**src/rtl/dma_seq_pkg.sv**
```systemverilog
package dma_seq_pkg;

  typedef enum logic [1:0] {
    EP_HSDEV  = 2'd0,
    EP_XMEM   = 2'd1,
    EP_MMIO   = 2'd2,
    EP_ONCHIP = 2'd3
  } ep_e;

  typedef enum logic [1:0] {
    SZ_1  = 2'd0,
    SZ_2  = 2'd1,
    SZ_4  = 2'd2,
    SZ_16 = 2'd3
  } usz_e;

  typedef enum logic [2:0] {
    PH_NONE,
    PH_PTR,
    PH_RD,
    PH_WR,
    PH_SGL
  } phase_e;

  typedef struct packed {
    ep_e  src;
    ep_e  dst;
    logic dual;
    logic indirect;
    logic burst;
    usz_e size;
  } cfg_t;

endpackage

```
**src/rtl/dma_seq_legal.sv**
```systemverilog
module dma_seq_legal
  import dma_seq_pkg::*;
(
  input  cfg_t cfg,
  input  logic count_zero,
  output logic legal_ok
);

  logic hs_src, hs_dst;
  ep_e  far_side;
  logic bad_pair, bad_mode, bad_size, single_ok;

  always_comb begin
    hs_src    = (cfg.src == EP_HSDEV);
    hs_dst    = (cfg.dst == EP_HSDEV);
    far_side  = hs_src ? cfg.dst : cfg.src;
    bad_pair  = (hs_src || hs_dst) &&
                (far_side == EP_HSDEV || far_side == EP_ONCHIP);
    single_ok = (hs_src ^ hs_dst) &&
                (far_side == EP_XMEM || far_side == EP_MMIO);
    bad_mode  = !cfg.dual && !single_ok;
    bad_size  = (cfg.size == SZ_16) &&
                (cfg.src == EP_ONCHIP || cfg.dst == EP_ONCHIP);
    legal_ok  = !(bad_pair || bad_mode || bad_size || count_zero);
  end

endmodule

```
**src/rtl/dma_seq_datapath.sv**
```systemverilog
module dma_seq_datapath
  import dma_seq_pkg::*;
#(
  parameter int AW = 32,
  parameter int DW = 32,
  parameter int CW = 16
) (
  input  logic          clk,
  input  logic          rst_n,
  input  logic          ld,
  input  cfg_t          cfg_in,
  input  logic [CW-1:0] cnt_in,
  input  logic [AW-1:0] saddr_in,
  input  logic [AW-1:0] daddr_in,
  input  phase_e        phase,
  input  logic          beat_inc,
  input  logic          beat_clr,
  input  logic          ptr_ld,
  input  logic          buf_wr,
  input  logic          unit_adv,
  input  logic [DW-1:0] rdata,
  output cfg_t          cfg_q,
  output logic          count_zero,
  output logic          count_last,
  output logic          beat_last,
  output logic [AW-1:0] addr,
  output logic [DW-1:0] wdata
);

  localparam int WB    = DW / 8;
  localparam int BEATS = 16 / WB;
  localparam int BW    = (BEATS > 1) ? $clog2(BEATS) : 1;

  cfg_t          cfg_d;
  logic [CW-1:0] cnt_q, cnt_d;
  logic [AW-1:0] src_q, src_d, dst_q, dst_d, ptr_q, ptr_d;
  logic [BW-1:0] beat_q, beat_d;
  logic [AW-1:0] unit_bytes, beat_off, rd_base, sgl_base;
  logic [DW-1:0] buf_rd [BEATS];

  // unit size in bytes and the offset of the current beat
  always_comb begin
    case (cfg_q.size)
      SZ_1:    unit_bytes = AW'(1);
      SZ_2:    unit_bytes = AW'(2);
      SZ_4:    unit_bytes = AW'(4);
      default: unit_bytes = AW'(16);
    endcase
    beat_off   = (cfg_q.size == SZ_16) ? AW'(beat_q) * AW'(WB) : '0;
    beat_last  = (cfg_q.size == SZ_16) ? (beat_q == BW'(BEATS - 1)) : 1'b1;
    count_zero = (cnt_q == '0);
    count_last = (cnt_q == CW'(1));
  end

  // next-state of the configuration, counters and address registers
  always_comb begin
    cfg_d  = cfg_q;
    cnt_d  = cnt_q;
    src_d  = src_q;
    dst_d  = dst_q;
    ptr_d  = ptr_q;
    beat_d = beat_q;
    if (ld) begin
      cfg_d  = cfg_in;
      cnt_d  = cnt_in;
      src_d  = saddr_in;
      dst_d  = daddr_in;
      beat_d = '0;
    end else begin
      if (unit_adv) begin
        cnt_d = cnt_q - CW'(1);
        src_d = src_q + unit_bytes;
        dst_d = dst_q + unit_bytes;
      end
      if (ptr_ld) ptr_d = AW'(rdata);
      if (beat_clr)      beat_d = '0;
      else if (beat_inc) beat_d = beat_q + BW'(1);
    end
  end

  always_ff @(posedge clk or negedge rst_n) begin
    if (!rst_n) begin
      cfg_q  <= '0;
      cnt_q  <= '0;
      src_q  <= '0;
      dst_q  <= '0;
      ptr_q  <= '0;
      beat_q <= '0;
    end else begin
      cfg_q  <= cfg_d;
      cnt_q  <= cnt_d;
      src_q  <= src_d;
      dst_q  <= dst_d;
      ptr_q  <= ptr_d;
      beat_q <= beat_d;
    end
  end

  // one data word of buffer per beat
  for (genvar g = 0; g < BEATS; g++) begin : g_buf
    logic [DW-1:0] word_q, word_d;
    logic          word_en;
    always_comb begin
      word_en = buf_wr && (beat_q == BW'(g));
      word_d  = word_en ? rdata : word_q;
    end
    always_ff @(posedge clk or negedge rst_n) begin
      if (!rst_n) word_q <= '0;
      else        word_q <= word_d;
    end
    assign buf_rd[g] = word_q;
  end

  // access address and write data for the current phase
  always_comb begin
    rd_base  = cfg_q.indirect ? ptr_q : src_q;
    sgl_base = (cfg_q.dst == EP_HSDEV) ? src_q : dst_q;
    case (phase)
      PH_PTR:  addr = src_q;
      PH_RD:   addr = rd_base + beat_off;
      PH_WR:   addr = dst_q + beat_off;
      PH_SGL:  addr = sgl_base + beat_off;
      default: addr = '0;
    endcase
    wdata = (phase == PH_WR) ? buf_rd[beat_q] : '0;
  end

endmodule

```
**src/rtl/dma_seq_fsm.sv**
```systemverilog
module dma_seq_fsm
  import dma_seq_pkg::*;
(
  input  logic   clk,
  input  logic   rst_n,
  input  logic   start,
  input  logic   mode_dual,
  input  logic   mode_indirect,
  input  logic   mode_burst,
  input  logic   mem_is_src,
  input  logic   legal_ok,
  input  logic   beat_last,
  input  logic   count_last,
  input  logic   bus_gnt,
  output logic   ld,
  output phase_e phase,
  output logic   beat_inc,
  output logic   beat_clr,
  output logic   ptr_ld,
  output logic   buf_wr,
  output logic   unit_adv,
  output logic   bus_req,
  output logic   bus_rd,
  output logic   bus_wr,
  output logic   dack,
  output logic   done,
  output logic   cfg_err
);

  typedef enum logic [2:0] {
    S_IDLE, S_CHECK, S_REQ, S_PTR, S_RD, S_WR, S_SGL, S_GAP
  } st_e;

  st_e  st_q, st_d, first_st;
  logic done_d, err_d, unit_end;

  always_comb begin
    first_st = !mode_dual ? S_SGL : (mode_indirect ? S_PTR : S_RD);
  end

  // next-state logic
  always_comb begin
    st_d     = st_q;
    ld       = 1'b0;
    beat_inc = 1'b0;
    beat_clr = 1'b0;
    ptr_ld   = 1'b0;
    buf_wr   = 1'b0;
    unit_end = 1'b0;
    done_d   = 1'b0;
    err_d    = 1'b0;
    case (st_q)
      S_IDLE: if (start) begin
        ld   = 1'b1;
        st_d = S_CHECK;
      end
      S_CHECK: begin
        if (legal_ok) st_d = S_REQ;
        else begin
          err_d = 1'b1;
          st_d  = S_IDLE;
        end
      end
      S_REQ: if (bus_gnt) st_d = first_st;
      S_PTR: if (bus_gnt) begin
        ptr_ld = 1'b1;
        st_d   = S_RD;
      end
      S_RD: if (bus_gnt) begin
        buf_wr = 1'b1;
        if (beat_last) begin
          beat_clr = 1'b1;
          st_d     = S_WR;
        end else beat_inc = 1'b1;
      end
      S_WR, S_SGL: if (bus_gnt) begin
        if (beat_last) begin
          beat_clr = 1'b1;
          unit_end = 1'b1;
        end else beat_inc = 1'b1;
      end
      S_GAP:   st_d = S_REQ;
      default: st_d = S_IDLE;
    endcase
    if (unit_end) begin
      if (count_last) begin
        done_d = 1'b1;
        st_d   = S_IDLE;
      end else if (mode_burst) st_d = first_st;
      else                     st_d = S_GAP;
    end
  end

  always_ff @(posedge clk or negedge rst_n) begin
    if (!rst_n) begin
      st_q    <= S_IDLE;
      done    <= 1'b0;
      cfg_err <= 1'b0;
    end else begin
      st_q    <= st_d;
      done    <= done_d;
      cfg_err <= err_d;
    end
  end

  // outputs decoded from the current state
  always_comb begin
    unit_adv = unit_end;
    bus_req  = (st_q == S_REQ) || (st_q == S_PTR) || (st_q == S_RD) ||
               (st_q == S_WR) || (st_q == S_SGL);
    case (st_q)
      S_PTR:   phase = PH_PTR;
      S_RD:    phase = PH_RD;
      S_WR:    phase = PH_WR;
      S_SGL:   phase = PH_SGL;
      default: phase = PH_NONE;
    endcase
    bus_rd = bus_gnt && ((st_q == S_PTR) || (st_q == S_RD) ||
                         ((st_q == S_SGL) && mem_is_src));
    bus_wr = bus_gnt && ((st_q == S_WR) || ((st_q == S_SGL) && !mem_is_src));
    dack   = bus_gnt && (st_q == S_SGL);
  end

  assert_done_onecycle_R7: assert property (@(posedge clk) disable iff (!rst_n)
    done |=> !done);

  assert_cfgerr_onecycle_R1: assert property (@(posedge clk) disable iff (!rst_n)
    cfg_err |=> !cfg_err);

  assert_strobe_needs_gnt_R10: assert property (@(posedge clk) disable iff (!rst_n)
    (bus_rd || bus_wr || dack) |-> (bus_gnt && bus_req));

  assert_rd_wr_exclusive_R6: assert property (@(posedge clk) disable iff (!rst_n)
    !(bus_rd && bus_wr));

endmodule

```
**src/rtl/dma_seq_top.sv**
```systemverilog
module dma_seq_top
  import dma_seq_pkg::*;
#(
  parameter int AW = 32,
  parameter int DW = 32,
  parameter int CW = 16
) (
  input  logic          clk,
  input  logic          rst_n,
  input  logic          start,
  input  logic [1:0]    cfg_src_ep,
  input  logic [1:0]    cfg_dst_ep,
  input  logic          cfg_dual,
  input  logic          cfg_indirect,
  input  logic          cfg_burst,
  input  logic [1:0]    cfg_size,
  input  logic [CW-1:0] cfg_count,
  input  logic [AW-1:0] cfg_src_addr,
  input  logic [AW-1:0] cfg_dst_addr,
  output logic          bus_req,
  input  logic          bus_gnt,
  output logic [AW-1:0] bus_addr,
  output logic          bus_rd,
  output logic          bus_wr,
  input  logic [DW-1:0] bus_rdata,
  output logic [DW-1:0] bus_wdata,
  output logic          dack,
  output logic          done,
  output logic          cfg_err
);

  cfg_t   cfg_in, cfg_q;
  phase_e phase;
  logic   ld, beat_inc, beat_clr, ptr_ld, buf_wr, unit_adv;
  logic   count_zero, count_last, beat_last, legal_ok;

  always_comb begin
    cfg_in.src      = ep_e'(cfg_src_ep);
    cfg_in.dst      = ep_e'(cfg_dst_ep);
    cfg_in.dual     = cfg_dual;
    cfg_in.indirect = cfg_indirect;
    cfg_in.burst    = cfg_burst;
    cfg_in.size     = usz_e'(cfg_size);
  end

  dma_seq_legal u_legal (
    .cfg        (cfg_q),
    .count_zero (count_zero),
    .legal_ok   (legal_ok)
  );

  dma_seq_datapath #(.AW(AW), .DW(DW), .CW(CW)) u_dp (
    .clk        (clk),
    .rst_n      (rst_n),
    .ld         (ld),
    .cfg_in     (cfg_in),
    .cnt_in     (cfg_count),
    .saddr_in   (cfg_src_addr),
    .daddr_in   (cfg_dst_addr),
    .phase      (phase),
    .beat_inc   (beat_inc),
    .beat_clr   (beat_clr),
    .ptr_ld     (ptr_ld),
    .buf_wr     (buf_wr),
    .unit_adv   (unit_adv),
    .rdata      (bus_rdata),
    .cfg_q      (cfg_q),
    .count_zero (count_zero),
    .count_last (count_last),
    .beat_last  (beat_last),
    .addr       (bus_addr),
    .wdata      (bus_wdata)
  );

  dma_seq_fsm u_fsm (
    .clk           (clk),
    .rst_n         (rst_n),
    .start         (start),
    .mode_dual     (cfg_q.dual),
    .mode_indirect (cfg_q.indirect),
    .mode_burst    (cfg_q.burst),
    .mem_is_src    (cfg_q.dst == EP_HSDEV),
    .legal_ok      (legal_ok),
    .beat_last     (beat_last),
    .count_last    (count_last),
    .bus_gnt       (bus_gnt),
    .ld            (ld),
    .phase         (phase),
    .beat_inc      (beat_inc),
    .beat_clr      (beat_clr),
    .ptr_ld        (ptr_ld),
    .buf_wr        (buf_wr),
    .unit_adv      (unit_adv),
    .bus_req       (bus_req),
    .bus_rd        (bus_rd),
    .bus_wr        (bus_wr),
    .dack          (dack),
    .done          (done),
    .cfg_err       (cfg_err)
  );

  assert_addr_held_on_stall_R10: assert property (@(posedge clk) disable iff (!rst_n)
    (bus_req && !bus_gnt) |=> $stable(bus_addr));

  assert_dack_single_strobe_R6: assert property (@(posedge clk) disable iff (!rst_n)
    dack |-> (bus_rd ^ bus_wr));

endmodule

```
**config.mk**
```make
export PLATFORM = sky130hd
export DESIGN_NAME = dma_seq_top
export DESIGN_NICKNAME = d
export VERILOG_FILES = /design/src/rtl/dma_seq_pkg.sv /design/src/rtl/dma_seq_legal.sv /design/src/rtl/dma_seq_datapath.sv /design/src/rtl/dma_seq_fsm.sv /design/src/rtl/dma_seq_top.sv
export SDC_FILE = /design/constraint.sdc
export NUM_CORES = 1
export LEC_CHECK = 0
export BUFFER_PORTS_ARGS = -buffer_cell sky130_fd_sc_hd__buf_2
export CELL_PAD_IN_SITES_DETAIL_PLACEMENT = 0
export CELL_PAD_IN_SITES_GLOBAL_PLACEMENT = 2
export CORE_MARGIN = 1
export CORE_UTILIZATION = 41
export DETAILED_ROUTE_END_ITERATION = 16
export GPL_ROUTABILITY_DRIVEN = 0
export PLACE_DENSITY_LB_ADDON = 0.08
export RECOVER_POWER = 25
export SLEW_MARGIN = 10
export SYNTH_ARGS = -nofsm -noshare
export SYNTH_HDL_FRONTEND = slang
export SYNTH_HIERARCHICAL = 1
export SYNTH_SLANG_ARGS = --single-unit
export TNS_END_PERCENT = 100
```
**constraint.sdc**
```tcl
create_clock -name clk -period 7.75 [get_ports clk]
set_input_delay 0.775 -clock clk [delete_from_list [all_inputs] [get_ports clk]]
set_output_delay 0.775 -clock clk [all_outputs]
set_load 0.01 [all_outputs]
```
Word-level counts from Yosys, hierarchy flattened
Index checks and enable logic that the tools add are counted.
- $add $sub $neg: 7
- $lt $le $gt $ge: 1
- multiplexer cells: 49
- equality and inequality tests: 28
- bitwise logic cells: 3
- reduce and logical (&&, ||, !) cells: 44
- operators by type and width (operator ; count):
    32-bit 2-to-1 mux ; 9
    32-bit case mux with 4 select lines ; 1
    32-bit adder ; 3
    32-bit by 5-bit adder with 32-bit output ; 2
    32-bit binary-select mux with 2-bit select ; 1
    16-bit 2-to-1 mux ; 2
    3-bit 2-to-1 mux ; 10
    3-bit case mux with 6 select lines ; 1
    1-bit 2-to-1 mux ; 17
    16-bit by 1-bit == test with 1-bit output (second input constant) ; 1
    2-bit == test (second input constant) ; 8
    16-bit logical NOT ; 1
    16-bit by 1-bit subtractor with 16-bit output (second input constant) ; 1
    3-bit == test (second input constant) ; 5
    3-bit inequality test (second input constant) ; 5
    5-bit case mux with 3 select lines ; 1
    1-bit logical OR ; 14
    1-bit logical AND ; 13
    3-bit by 2-bit == test with 1-bit output (second input constant) ; 4
    3-bit case mux with 4 select lines ; 1
    2-bit logical NOT ; 5
    2-bit 2-to-1 mux ; 5
    7-bit nonzero test ; 1
    2-bit by 1-bit == test with 1-bit output (second input constant) ; 3
    15 further kinds ; 18
- word-level logic and storage cells: 150
- bits in registers: 256
- output and inout bits: 70
- bits of input ports: 125

Longest topological paths before layout
Gate-level depths: netlist (run 1).
- depth after elaboration: 13
- mapped depth: 20
- mapped depth without buffers: 14

By module
The synthesis (run 1) kept the hierarchy.
- modules (own cells, without submodules) (module ; area an instance (µm²) ; instances ; cells each ; sequential area each (µm²)):
    dma_seq_datapath ; 13909.6 ; 1 ; 1289 ; 6281.0
    dma_seq_fsm ; 474.2 ; 1 ; 59 ; 125.1
    dma_seq_legal ; 82.6 ; 1 ; 10 ; 0.0
    dma_seq_top ; 3.8 ; 1 ; 1 ; 0.0

Least setup slack after synthesis (run 1)
OpenSTA, ideal clock, no wires.
- path kind: reg2out
- start point: register u_fsm.st_q[1]
- end point: output bus_addr[31]
- stages on the path, launching flop included: 20
- path slack: 3.008 ns
- buffers on the path: 5
- arrival time: 3.967 ns
- required time: 6.975 ns
- cell sequence: dfrtp_1 buf_6 nand2b_1 inv_1 buf_6 or3b_4 buf_6 o221ai_4 buf_6 buf_2 nor2_1 nor2_1 ha_1 a21o_1 o211a_1 nand2_1 nor4_4 nand4_1 or4_1 a32o_1
- cells in the longest elaborated chain, start to end: 4
- elaborated cells between the ends (all ways): 10
- classes of those cells: eq/ne: 8; mux: 2
- ends and longest elaborated chain (item ; RTL line ; RTL):
    start, declared ; dma_seq_fsm.sv:34 ; st_e st_q, st_d, first_st;
    start signal, assigned ; dma_seq_fsm.sv:100 ; st_q <= st_d;
    3-bit == test / 3-bit by 2-bit == test with 1-bit output (equally long branches) ; dma_seq_fsm.sv:111 ; case (st_q)
    3-bit case mux with 4 select lines * ; dma_seq_fsm.sv:111 ;
    net phase[1] ; dma_seq_top.sv:33 ; phase_e phase;
    3-bit == test, or another cell as far along ; dma_seq_datapath.sv:118 ; case (phase)
    32-bit case mux with 4 select lines * ; dma_seq_datapath.sv:118 ;
    end, declared ; dma_seq_top.sv:22 ; output logic [AW-1:0] bus_addr,
Mark *: on every way through the listed nets, which the timed path passes. The rest lies on a longest branch.

Final worst setup path (run 1)
- start point: register u_fsm.st_q[2]
- end point: output bus_addr[31]
The elaborated chain is that of the path after synthesis.

==> results.txt, run 1 <==
Site row count = 68
Actual slew at the worst max-slew pin = 5571 ps
Psw = 2.574 mW
Fin nets = 1,663
Postcts setup bufs = 0
Main synth FF type = dfrtp_1
Clk buf depth = 3
Synth-to-layout area growth = 15.62%
Synth warnings = 6
Core box area = 34,630 sq um
Leak = 7.355 nW
Comb pwr share = 0.417
Multi-input logic area = 7656 sq um
Mean area per synthesized cell = 10.65 sq um
Initial antenna violation count = 4
Share of Yosys cell area claimed by the top area cell type = 0.4427
Crit path DAT = 6050 ps
First-pass iteration count of the detailed router = 4
Synth Register Bits = 256
Crit. End Element = primary output
Final Non-Filler Cells = 1,994
Final Instance Area = 16,730 sq um
Status = finished with violations
FMAX = 146.5 MHz
RSZ-0062 raised after global routing = no
Gr usage total = 0.2267
RR Endpoint = u_dp/src_q[23]
Number of I/O port buffers = 194
CTS Root Cell = clkbuf_16
Cell Chain, Critical Path = nand2b_1 -> a21oi_1 -> nand3b_1 -> o21a_1 -> o22ai_1 -> nor2_1 -> ha_1 -> a21o_1 -> o211a_1 -> nand2_1 -> nor4_4 -> nand4_1 -> or4_1 -> a32o_1 -> buf_2
RR Startpoint = u_dp/beat_q[0]
Fin crit share = 0.8807
Worst Setup SP = u_fsm/st_q[2]
Placed inst area = 15,800 sq um
Final hold viol count = 0
Final Slew Violations = 101
CTS tree = yes
Slowest CP cell = a21oi_1
R2R cell count = 12
Total CTS buffers = 30
Min-Delay Path Class = in2reg
PwrDens = 380.4 nW/um^2
Worst R2R Setup Slack = 3730 ps
Via-per-instance ratio = 5.441
Power, Total = 6.364 mW
Antenna-violating nets left = 0
Gate count after technology mapping = 1,359
Startpoint types = flop
Largest net degree at the start of global routing = 158
Async SR Flop Fraction = 1.000
Crit path required time = 6970 ps
VDD IR max = 0.0001895 V
Failing checks = max-capacitance violations, max-slew violations
# placed instances = 1,941
Final TNS setup = 0 ps
Clock Pin Slew Worst Setup and Hold Paths = 60 ps
Hold path cells = 3
Worst-path fanout max = 16
Via count = 10,849
FILL cells = 3,260
Power share of the clock group = 0.212
Post-synthesis sequential area ratio = 0.4427
Cell Int Power = 3.791 mW
Top post-synthesis cells by area = dfrtp_1 (44%), mux2_2 (13%), mux4_2 (5.0%)
Crit-path leading delay family = simple AND/OR/NAND/NOR gates
CP bufs+invs = 1
Number of DRC markers in iteration 0 = 598
Layout cell share with drive strength beyond 1 = 0.3188
Final WL = 40,280 um
Vias in the first global route = 10,886
H-tree Lvls = 1
Kind of critical path = reg2out
Area leader, netlist = dfrtp_1
Clock Skew = 27.50 ps
WHS = 401.9 ps
Top post-synthesis cells by count = dfrtp_1 (256), mux2_2 (173), nand2_1 (172), o21ai_0 (117), nor2_1 (49)
Sink Count = 256
Worst stage delay on the critical path = 670 ps
Setup crit end = bus_addr[31]
Number of max-cap violations = 1
Crit path time final = 6825 ps
Switching share of total power = 0.4044
Gr ovfl total = 0
Worst-Skew Late Latency = 590 ps
Final WS setup = 924.6 ps
Setup Viol. Count Final = 0
Hold_buf cts = 0
First-pass GRT wire length = 63,140 um
Stages on the worst setup path = 15
Resize count post-CTS = 0
Total die area = 36,050 sq um
Wirelength per Cell = 20.20 um
Cell variety after synth = 71
EDFF count, synth = 0
Register area = 6407 sq um
Syn_nets = 1,504
Initial core utilization = 0.4179
Top-count cell post-synth = dfrtp_1
IO Count = 195
Drt drc = 0
Headroom to the max-slew limit = -2.714
Post-Syn Area = 14,470 sq um
Die width = 189.9 um
HPWL after DPL = 28,620 um
Fin util = 0.4832
Part of the power in registers = 0.371
Dpl ws = 1594 ps
Die H = 189.9 um
[cells by family after synthesis]
| group | Yosys count | share of synthesized area |
|---|---|---|
| AOI/OAI and AO/OA | 231 | 0.1047 |
| xor gates and xnor gates | 88 | 0.05326 |
| adders and majority gates | 20 | 0.01885 |
| and+or+nand+nor | 442 | 0.1553 |
| muxes | 221 | 0.1955 |
| buffers and inverters | 101 | 0.02966 |
| DFF | 256 | 0.4427 |
[per-layer routing]
layer,track usage,up-vias,wire length (um)
met4,0.05583,4,881
met2,0.3442,257,17560
met5,0,-,26
met1,0.3343,5329,19750
met3,0.03874,56,2068
li1,-,5203,-
[flip-flops by register name, summed over array words and instances, names as in the netlist]
name / count
u_dp/g_buf.word_q: 128
u_dp/dst_q: 32
u_dp/ptr_q: 32
u_dp/src_q: 32
u_dp/cnt_q: 16
u_dp/cfg_q: 9
u_fsm/st_q: 3
u_dp/beat_q: 2
u_fsm/cfg_err: 1
u_fsm/done: 1
[placed cells by master, fill, tap and decap left out, types with 5 or more instances in the layout]
cell,n
nor2b_1,21
nand3_1,47
xnor2_1,46
inv_1,23
mux2i_1,16
or4_1,6
a22o_1,6
nand2_1,168
nand4_1,15
nor4_1,8
a21o_1,5
a21oi_1,17
o211ai_1,13
buf_4,10
o21ai_0,115
mux4_2,32
clkbuf_8,5
o221ai_1,12
nand2b_1,9
nor4_4,5
xor2_1,42
ha_1,17
clkbuf_16,30
dfrtp_1,255
nor3_1,32
or3_1,5
o221a_2,5
nor2_1,49
o221ai_2,5
and2_1,38
o22a_1,5
clkbuf_1,10
mux2_2,173
and3_1,11
buf_2,193
a31oi_1,5
[worst min path at each step]
stage                              from  slack, ps                  endpoint
4_1_cts                           rst_n        270             u_dp/cfg_q[2]
3_5_place_dp   u_dp/g_buf[2].word_q[16]        490  u_dp/g_buf[2].word_q[16]
5_1_grt                cfg_dst_addr[21]        400            u_dp/dst_q[21]
2_1_floorplan            u_dp/ptr_q[26]        470            u_dp/ptr_q[26]
3_3_place_gp   u_dp/g_buf[3].word_q[31]        480  u_dp/g_buf[3].word_q[31]
6_report               cfg_dst_addr[21]        400            u_dp/dst_q[21]
[power groups by stage]
stage,Sequential (mW),Combinational [mW],Clock [mW]
6_report,2.36,2.65,1.35
5_1_grt,2.44,2.95,1.44
4_1_cts,2.35,2.67,1.40
3_5_place_dp,2.37,2.66,0
3_3_place_gp,2.37,2.63,0
2_1_floorplan,2.11,2.07,0
[worst min-delay path, cell delays in order]
cell and delay (ps):
buf_2 80, nand2_1 40, o21ai_0 60
[area by class of cell]
| class | instances | area share |
|---|---|---|
| Sequential cell | 256 | 0.3830 |
| Clock buffer | 44 | 0.05100 |
| Timing Repair Buffer | 205 | 0.06364 |
| Tap cell | 455 | 0.03403 |
| Multi-Input combinational cell | 1002 | 0.4576 |
| Clock inverter | 7 | 0.005310 |
| Antenna cell | 2 | 0.0002991 |
| Inverter | 23 | 0.005160 |
Note: power is estimated with default switching activity, not from simulation.
==> run 2: changes to the inputs <==
--- a/config.mk
+++ b/config.mk
@@ -5,12 +5,13 @@
 export SDC_FILE = /design/constraint.sdc
 export NUM_CORES = 1
 export LEC_CHECK = 0
-export BUFFER_PORTS_ARGS = -buffer_cell sky130_fd_sc_hd__buf_2
 export CELL_PAD_IN_SITES_DETAIL_PLACEMENT = 0
 export CELL_PAD_IN_SITES_GLOBAL_PLACEMENT = 2
 export CORE_MARGIN = 1
-export CORE_UTILIZATION = 41
+export CORE_UTILIZATION = 45
+export CTS_CLUSTER_SIZE = 30
 export DETAILED_ROUTE_END_ITERATION = 16
+export DONT_BUFFER_PORTS = 1
 export GPL_ROUTABILITY_DRIVEN = 0
 export PLACE_DENSITY_LB_ADDON = 0.08
 export RECOVER_POWER = 25
==> run 2 against run 1 <==
- the run still ends with max-capacitance violations, max-slew violations left
- worst hold slack worse by 75 ps
- clock power is 4% higher
- sequential power about the same
- clock skew is 11 ps lower
- die area fell by 8.8%
- count of clock-buffer cells in the layout up 2
- non-clock buffer count fell by 191
- power shrank 1.3%
- highest routed layer unchanged
- sequential share of layout area rose by 2.4 points
- worst setup slack better by 100 ps
==> results.txt, run 2 (synthesized netlist as in run 1, its figures left out) <==
Cell Chain, Critical Path = nand2b_1 -> a21oi_1 -> nand3b_1 -> o21a_1 -> o22ai_1 -> nor2_1 -> ha_1 -> a21o_1 -> o211a_1 -> nand2_1 -> nor4_4 -> nand4_1 -> or4_1 -> a32o_1
Total die area = 32,880 sq um (-8.8%)
Die width = 181.3 um (-4.5%)
Status = finished with violations
Slowest CP cell = a21oi_1
RSZ-0062 raised after global routing = no
Max FFs per register = 128 (unchanged)
Crit path time final = 6721 ps (-104.0 ps)
Dpl ws = 1694 ps (+100.7 ps)
FMAX = 148.8 MHz (+1.5%)
Gr usage total = 0.2420 (+0.01534)
Final WL = 39,320 um (-2.4%)
Startpoint types = flop
Failing checks = max-capacitance violations, max-slew violations
Final hold viol count = 0 (unchanged)
IO Count = 195 (unchanged)
PwrDens = 398.6 nW/um^2 (+4.8%)
Placed inst area = 14,740 sq um (-6.7%)
Met2 GRT Util = 0.3595 (+0.01535)
M1 GR Usage = 0.3570 (+0.02262)
Vias in the first global route = 10,165 (-6.6%)
Site row count = 65 (-4.4%)
Final Instance Area = 15,750 sq um (-5.8%)
Via count = 10,199 (-6.0%)
Worst stage delay on the critical path = 710 ps (+40 ps)
WHS = 326.4 ps (-75.48 ps)
Drt drc = 0 (unchanged)
Antenna-violating nets left = 0 (unchanged)
Total CTS buffers = 29 (-3.3%)
Crit path required time = 6970 ps (about the same)
CTS tree = yes
VDD IR max = 0.0001789 V (-5.6%)
Gr ovfl total = 0 (unchanged)
Multi-input logic area = 7651 sq um (about the same)
Clock Skew = 16.20 ps (-11.30 ps)
Final WS setup = 1029 ps (+104.0 ps)
Crit-path leading delay family = simple AND/OR/NAND/NOR gates
Wirelength per Cell = 22.44 um (+11%)
Fin crit share = 0.8673 (-0.01342)
Kind of critical path = reg2out
Fin nets = 1,471 (-12%)
Clk buf depth = 3 (unchanged)
Number of I/O port buffers = 0 (-100%)
HPWL after DPL = 27,620 um (-3.5%)
Final Slew Violations = 97 (-4.0%)
Min-Delay Path Class = in2reg
First-pass GRT wire length = 61,760 um (-2.2%)
Register area = 6407 sq um (unchanged)
Number of DRC markers in iteration 0 = 701 (+17%)
Commonest cells after routing, fill and taps aside = dfrtp_1 (255), mux2_2 (173), nand2_1 (170), o21ai_0 (115), nor2_1 (49)
Crit. End Element = primary output
Grt peak-use layer = met2
First-pass iteration count of the detailed router = 4 (unchanged)
Actual slew at the worst max-slew pin = 5335 ps (-236.3 ps)
CP bufs+invs = 0 (-1)
Largest net degree at the start of global routing = 257 (+63%)
Layout cell share with drive strength beyond 1 = 0.2224 (-0.09642)
Worst-Skew Late Latency = 570 ps (-20 ps)
Leak = 6.531 nW (-11%)
Final TNS setup = 0 ps (unchanged)
Sink Count = 256 (unchanged)
Number of max-cap violations = 1 (unchanged)
Commonest non-fill, non-tap cell in the layout = dfrtp_1
Setup Viol. Count Final = 0 (unchanged)
Crit path DAT = 5950 ps (-100 ps)
Synth-to-layout area growth = 8.872%
Initial core utilization = 0.4574 (+0.03951)
CTS Root Cell = clkbuf_16
FILL cells = 2,951 (-9.5%)
Largest reg by FF count = u_dp/g_buf.word_q
Core box area = 31,640 sq um (-8.6%)
Clock Pin Slew Worst Setup and Hold Paths = 60 ps (about the same)
H-tree Lvls = 1 (unchanged)
Headroom to the max-slew limit = -2.557 (+0.1575)
Worst-path fanout max = 16 (unchanged)
Initial antenna violation count = 4 (unchanged)
Die H = 181.3 um (-4.5%)
Via-per-instance ratio = 5.821 (+7.0%)
Met3 Resource Use GR = 0.05664 (+0.01790)
## run 2: cell type report
| type | count | share of cell area |
|---|---|---|
| antenna | 1 | 0.0001588 |
| clock buffer | 46 | 0.05520 |
| clock inverter | 8 | 0.007148 |
| inverter | 23 | 0.005480 |
| multi-input combinational | 1002 | 0.4857 |
| sequential | 256 | 0.4067 |
| tap | 402 | 0.03193 |
| timing repair buffer | 14 | 0.007704 |
## run 2: worst reg2reg max path: cells and delay by family (launching register included)
family / cells / cell delay [ps]
and+or+nand+nor: 5 / 1510
adders and majority gates: 1 / 280
buffers and inverters: 3 / 1220
DFF: 1 / 380
AOI/OAI and AO/OA: 2 / 220
xor gates and xnor gates: 1 / 140
## run 2: through the flow
| step | util | cells | total power, mW |
|---|---|---|---|
| floorplan | - | 1359 | 4.184 |
| global placement | 0.4658 | 1695 | 4.820 |
| detailed placement | 0.4658 | 1695 | 4.855 |
| CTS | 0.4978 | 1750 | 6.325 |
| global route | 0.4979 | 1751 | 6.732 |
| finish | 0.4980 | 1752 | 6.280 |
## run 2: worst paths after layout
path	cells after the start	slack, ps	startpoint	to
setup / recovery	14	1030	u_fsm/st_q[2]	bus_addr[31]
hold / removal	1	330	cfg_count[3]	u_dp/cnt_q[3]
setup reg to reg	12	3810	u_dp/beat_q[0]	u_dp/src_q[27]
hold reg to reg	1	500	u_dp/g_buf[2].word_q[13]	u_dp/g_buf[2].word_q[13]
max in group asynchronous	1	2610	rst_n	u_dp/g_buf[2].word_q[6]
min in group asynchronous	1	2130	rst_n	u_dp/cnt_q[10]
## run 2: report_power, final
part / switching (mW) / internal, mW
sequential: 0.580 / 1.80
clock: 0.566 / 0.838
combinational: 1.40 / 1.10
## run 2: repair_timing
| action | 4_1_cts | 5_1_grt |
|---|---|---|
| gates resized for setup | 0 | 0 |
| hold buffers | 1 | 0 |
| endpoints found under the hold margin | 256 | 0 |
| buffers inserted | 0 | 0 |
| setup endpoints to repair | 0 | 0 |
## run 2: layer usage
metal / wire length, um / share of wire
met1: 18970 / 0.48
met2: 16960 / 0.43
met3: 2528 / 0.064
met4: 815 / 0.021
met5: 48 / 0.0012
==> run 3: changes to the inputs <==
--- a/config.mk
+++ b/config.mk
@@ -8,13 +8,13 @@
 export CELL_PAD_IN_SITES_DETAIL_PLACEMENT = 0
 export CELL_PAD_IN_SITES_GLOBAL_PLACEMENT = 2
 export CORE_MARGIN = 1
-export CORE_UTILIZATION = 45
+export CORE_UTILIZATION = 42
 export CTS_CLUSTER_SIZE = 30
 export DETAILED_ROUTE_END_ITERATION = 16
 export DONT_BUFFER_PORTS = 1
 export GPL_ROUTABILITY_DRIVEN = 0
 export PLACE_DENSITY_LB_ADDON = 0.08
-export RECOVER_POWER = 25
+export RECOVER_POWER = 100
 export SLEW_MARGIN = 10
 export SYNTH_ARGS = -nofsm -noshare
 export SYNTH_HDL_FRONTEND = slang
==> constraint.sdc (replaced) <==
create_clock -name clk -period 6.45 [get_ports clk]
set_input_delay 0.645 -clock clk [delete_from_list [all_inputs] [get_ports clk]]
set_output_delay 0.645 -clock clk [all_outputs]
set_load 0.01 [all_outputs]
==> run 3 against run 2 <==
- the flow finishes with violations (negative hold slack, max-capacitance violations, max-slew violations)
- sequential share of layout area fell by 0.21 points
- non-clock buffer count is 7 higher
- worst hold slack got worse by 560 ps
- die area up 7.1%
- worst setup slack got worse by 520 ps
- critical path depth up 2
- combinational power increased by 22%
- first-iteration DRC count decreased by 10%
- sequential power up 19%
- wire length increased by 2.5%
- critical endpoint is now bus_addr[29]
- largest power group unchanged
- highest routed layer unchanged
==> results.txt, run 3 (synthesized netlist as in run 1, its figures left out) <==
Status = finished with violations
Failing checks = negative hold slack, max-capacitance violations, max-slew violations
Initial core utilization = 0.4294 (-0.02800)
RSZ-0062 raised after global routing = no
Final WL = 40,310 um (+2.5%)
Total CTS buffers = 29 (unchanged)
Leak = 6.498 nW (-0.51%)
Register area = 6407 sq um (unchanged)
Clk buf depth = 3 (unchanged)
Via-per-instance ratio = 5.682 (-2.4%)
Comb pwr share = 0.399 (about the same)
Setup Viol. Count Final = 0 (unchanged)
Kind of critical path = reg2out
Crit path DAT = 5300 ps (-650 ps)
First-pass iteration count of the detailed router = 5 (+1)
HPWL after DPL = 28,450 um (+3.0%)
Final TNS setup = 0 ps (unchanged)
Switching share of total power = 0.4014 (-0.004841)
Core box area = 33,700 sq um (+6.5%)
Crit path required time = 5800 ps (-1170 ps)
Worst-Skew Late Latency = 570 ps (about the same)
Site row count = 67 (+3.1%)
Cell Int Power = 4.561 mW (+22%)
Wirelength per Cell = 22.31 um (-0.60%)
Psw = 3.058 mW (+20%)
Layout cell share with drive strength beyond 1 = 0.2190 (-0.003360)
Final hold viol count = 256 (+256)
Largest reg by FF count = u_dp/g_buf.word_q
Largest net degree at the start of global routing = 257 (unchanged)
Clock Pin Slew Worst Setup and Hold Paths = 60 ps (about the same)
Number of max-cap violations = 7 (+6)
Drt drc = 0 (unchanged)
M1 GR Usage = 0.3446 (-0.01234)
Crit path time final = 5945 ps
Met3 Resource Use GR = 0.04604 (-0.01060)
Clock Skew = 11.48 ps (-4.721 ps)
Worst-path fanout max = 26 (+10)
Synth-to-layout area growth = 9.442%
Gr ovfl total = 0 (unchanged)
WHS = -231.3 ps (-557.7 ps)
Via count = 10,268 (+0.68%)
Total die area = 35,200 sq um (+7.1%)
CTS tree = yes
Fin nets = 1,478 (+0.48%)
Initial antenna violation count = 5 (+1)
Crit. End Element = primary output
VDD IR max = 0.0002222 V (+24%)
Headroom to the max-slew limit = -1.322 (+1.234)
Number of DRC markers in iteration 0 = 630 (-10%)
Die width = 187.6 um (+3.5%)
PwrDens = 481.1 nW/um^2 (+21%)
Antenna-violating nets left = 0 (unchanged)
Part of the power in registers = 0.372 (-0.006)
Max FFs per register = 128 (unchanged)
First-pass GRT wire length = 63,270 um (+2.4%)
Startpoint types = flop
Final Slew Violations = 301 (+210%)
Multi-input logic area = 7639 sq um (-0.16%)
Grt peak-use layer = met2
Die H = 187.6 um (+3.5%)
Commonest cells after routing, fill and taps aside = dfrtp_1 (255), mux2_2 (173), nand2_1 (172), o21ai_0 (115), nor2_1 (49)
Number of I/O port buffers = 0 (unchanged)
Postcts setup bufs = 0 (unchanged)
FMAX = 168.2 MHz
Actual slew at the worst max-slew pin = 3484 ps (-1851 ps)
Fin crit share = 0.9217
Min-Delay Path Class = in2async
Power share of the clock group = 0.229 (+0.005)
Met2 GRT Util = 0.3452 (-0.01438)
FILL cells = 3,252 (+10%)
Sink Count = 256 (unchanged)
CTS Root Cell = clkbuf_16
Commonest non-fill, non-tap cell in the layout = dfrtp_1
IO Count = 195 (unchanged)
Gr usage total = 0.2310 (-0.01102)
H-tree Lvls = 1 (unchanged)
Vias in the first global route = 10,318 (+1.5%)
run 3: stage by stage:
| stage | cells | utilization | instance area, sq um | power (mW) | setup slack, ps |
|---|---|---|---|---|---|
| 2_1_floorplan | 1359 | - | 14470 | 5.027 | 1838 |
| 3_3_place_gp | 1750 | 0.4410 | 14860 | 5.857 | 1146 |
| 3_5_place_dp | 1750 | 0.4410 | 14860 | 5.888 | 999.6 |
| 4_1_cts | 1804 | 0.4711 | 15880 | 7.682 | 361.9 |
| 5_1_grt | 1804 | 0.4697 | 15830 | 8.150 | 73.37 |
| 6_report | 1807 | 0.4699 | 15840 | 7.619 | 505.3 |
run 3: cell type report:
class,count,area share
inverter,23,0.005452
multi-input combinational,1002,0.4823
sequential,256,0.4046
clock buffer,42,0.05270
timing repair buffer,21,0.007664
tap,448,0.03540
clock inverter,12,0.01138
antenna,3,0.0004740
run 3: routing by layer:
layer  vias up  part of all wire  routed length [um]
met5         -           0.00027                  11
met4         2             0.021                 828
met3        50             0.058                2347
met2       233              0.43               17340
met1      5138              0.49               19780
li1       4845                 -                   -
run 3: worst paths after layout:
kind                                       endpoint  slack [ps]                startpoint  cells past startpoint
max                                    bus_addr[29]         510             u_fsm/st_q[1]                     16
min                                   u_dp/cnt_q[8]        -230                     rst_n                      0
max reg2reg                          u_dp/dst_q[28]         920            u_dp/beat_q[0]                     13
min reg2reg                u_dp/g_buf[2].word_q[20]         500  u_dp/g_buf[2].word_q[20]                      1
max in group asynchronous            u_dp/dst_q[22]        6270                     rst_n                      0
min in group clk                     u_dp/src_q[11]         190          cfg_src_addr[11]                      2
run 3: worst max-delay path, stage by stage (launching register included):
cell and delay [ps]:
dfrtp_1 560, or2b_1 310, nor2_1 100, buf_4 240, or3b_4 490, o221ai_4 720
nor2_1 90, nor2_1 210, ha_1 190, a21o_1 80, o211a_1 220, nand2_1 120
nor4_4 340, nand4_1 180, buf_4 220, or4_1 510, nand3_1 140
run 3: timing repair:
| action | in CTS | in global routing |
|---|---|---|
| resized for setup | 0 | 1 |
| endpoints found under the setup margin | 0 | 5 |
| hold endpoints to repair | 256 | 256 |
run 3: power by group through the flow:
stage | clock network (mW) | logic [mW] | registers (mW)
floorplan | 0 | 2.49 | 2.54
global placement | 0 | 3.02 | 2.84
detailed placement | 0 | 3.05 | 2.84
CTS | 1.80 | 3.06 | 2.82
global route | 1.86 | 3.37 | 2.92
finish | 1.75 | 3.04 | 2.83
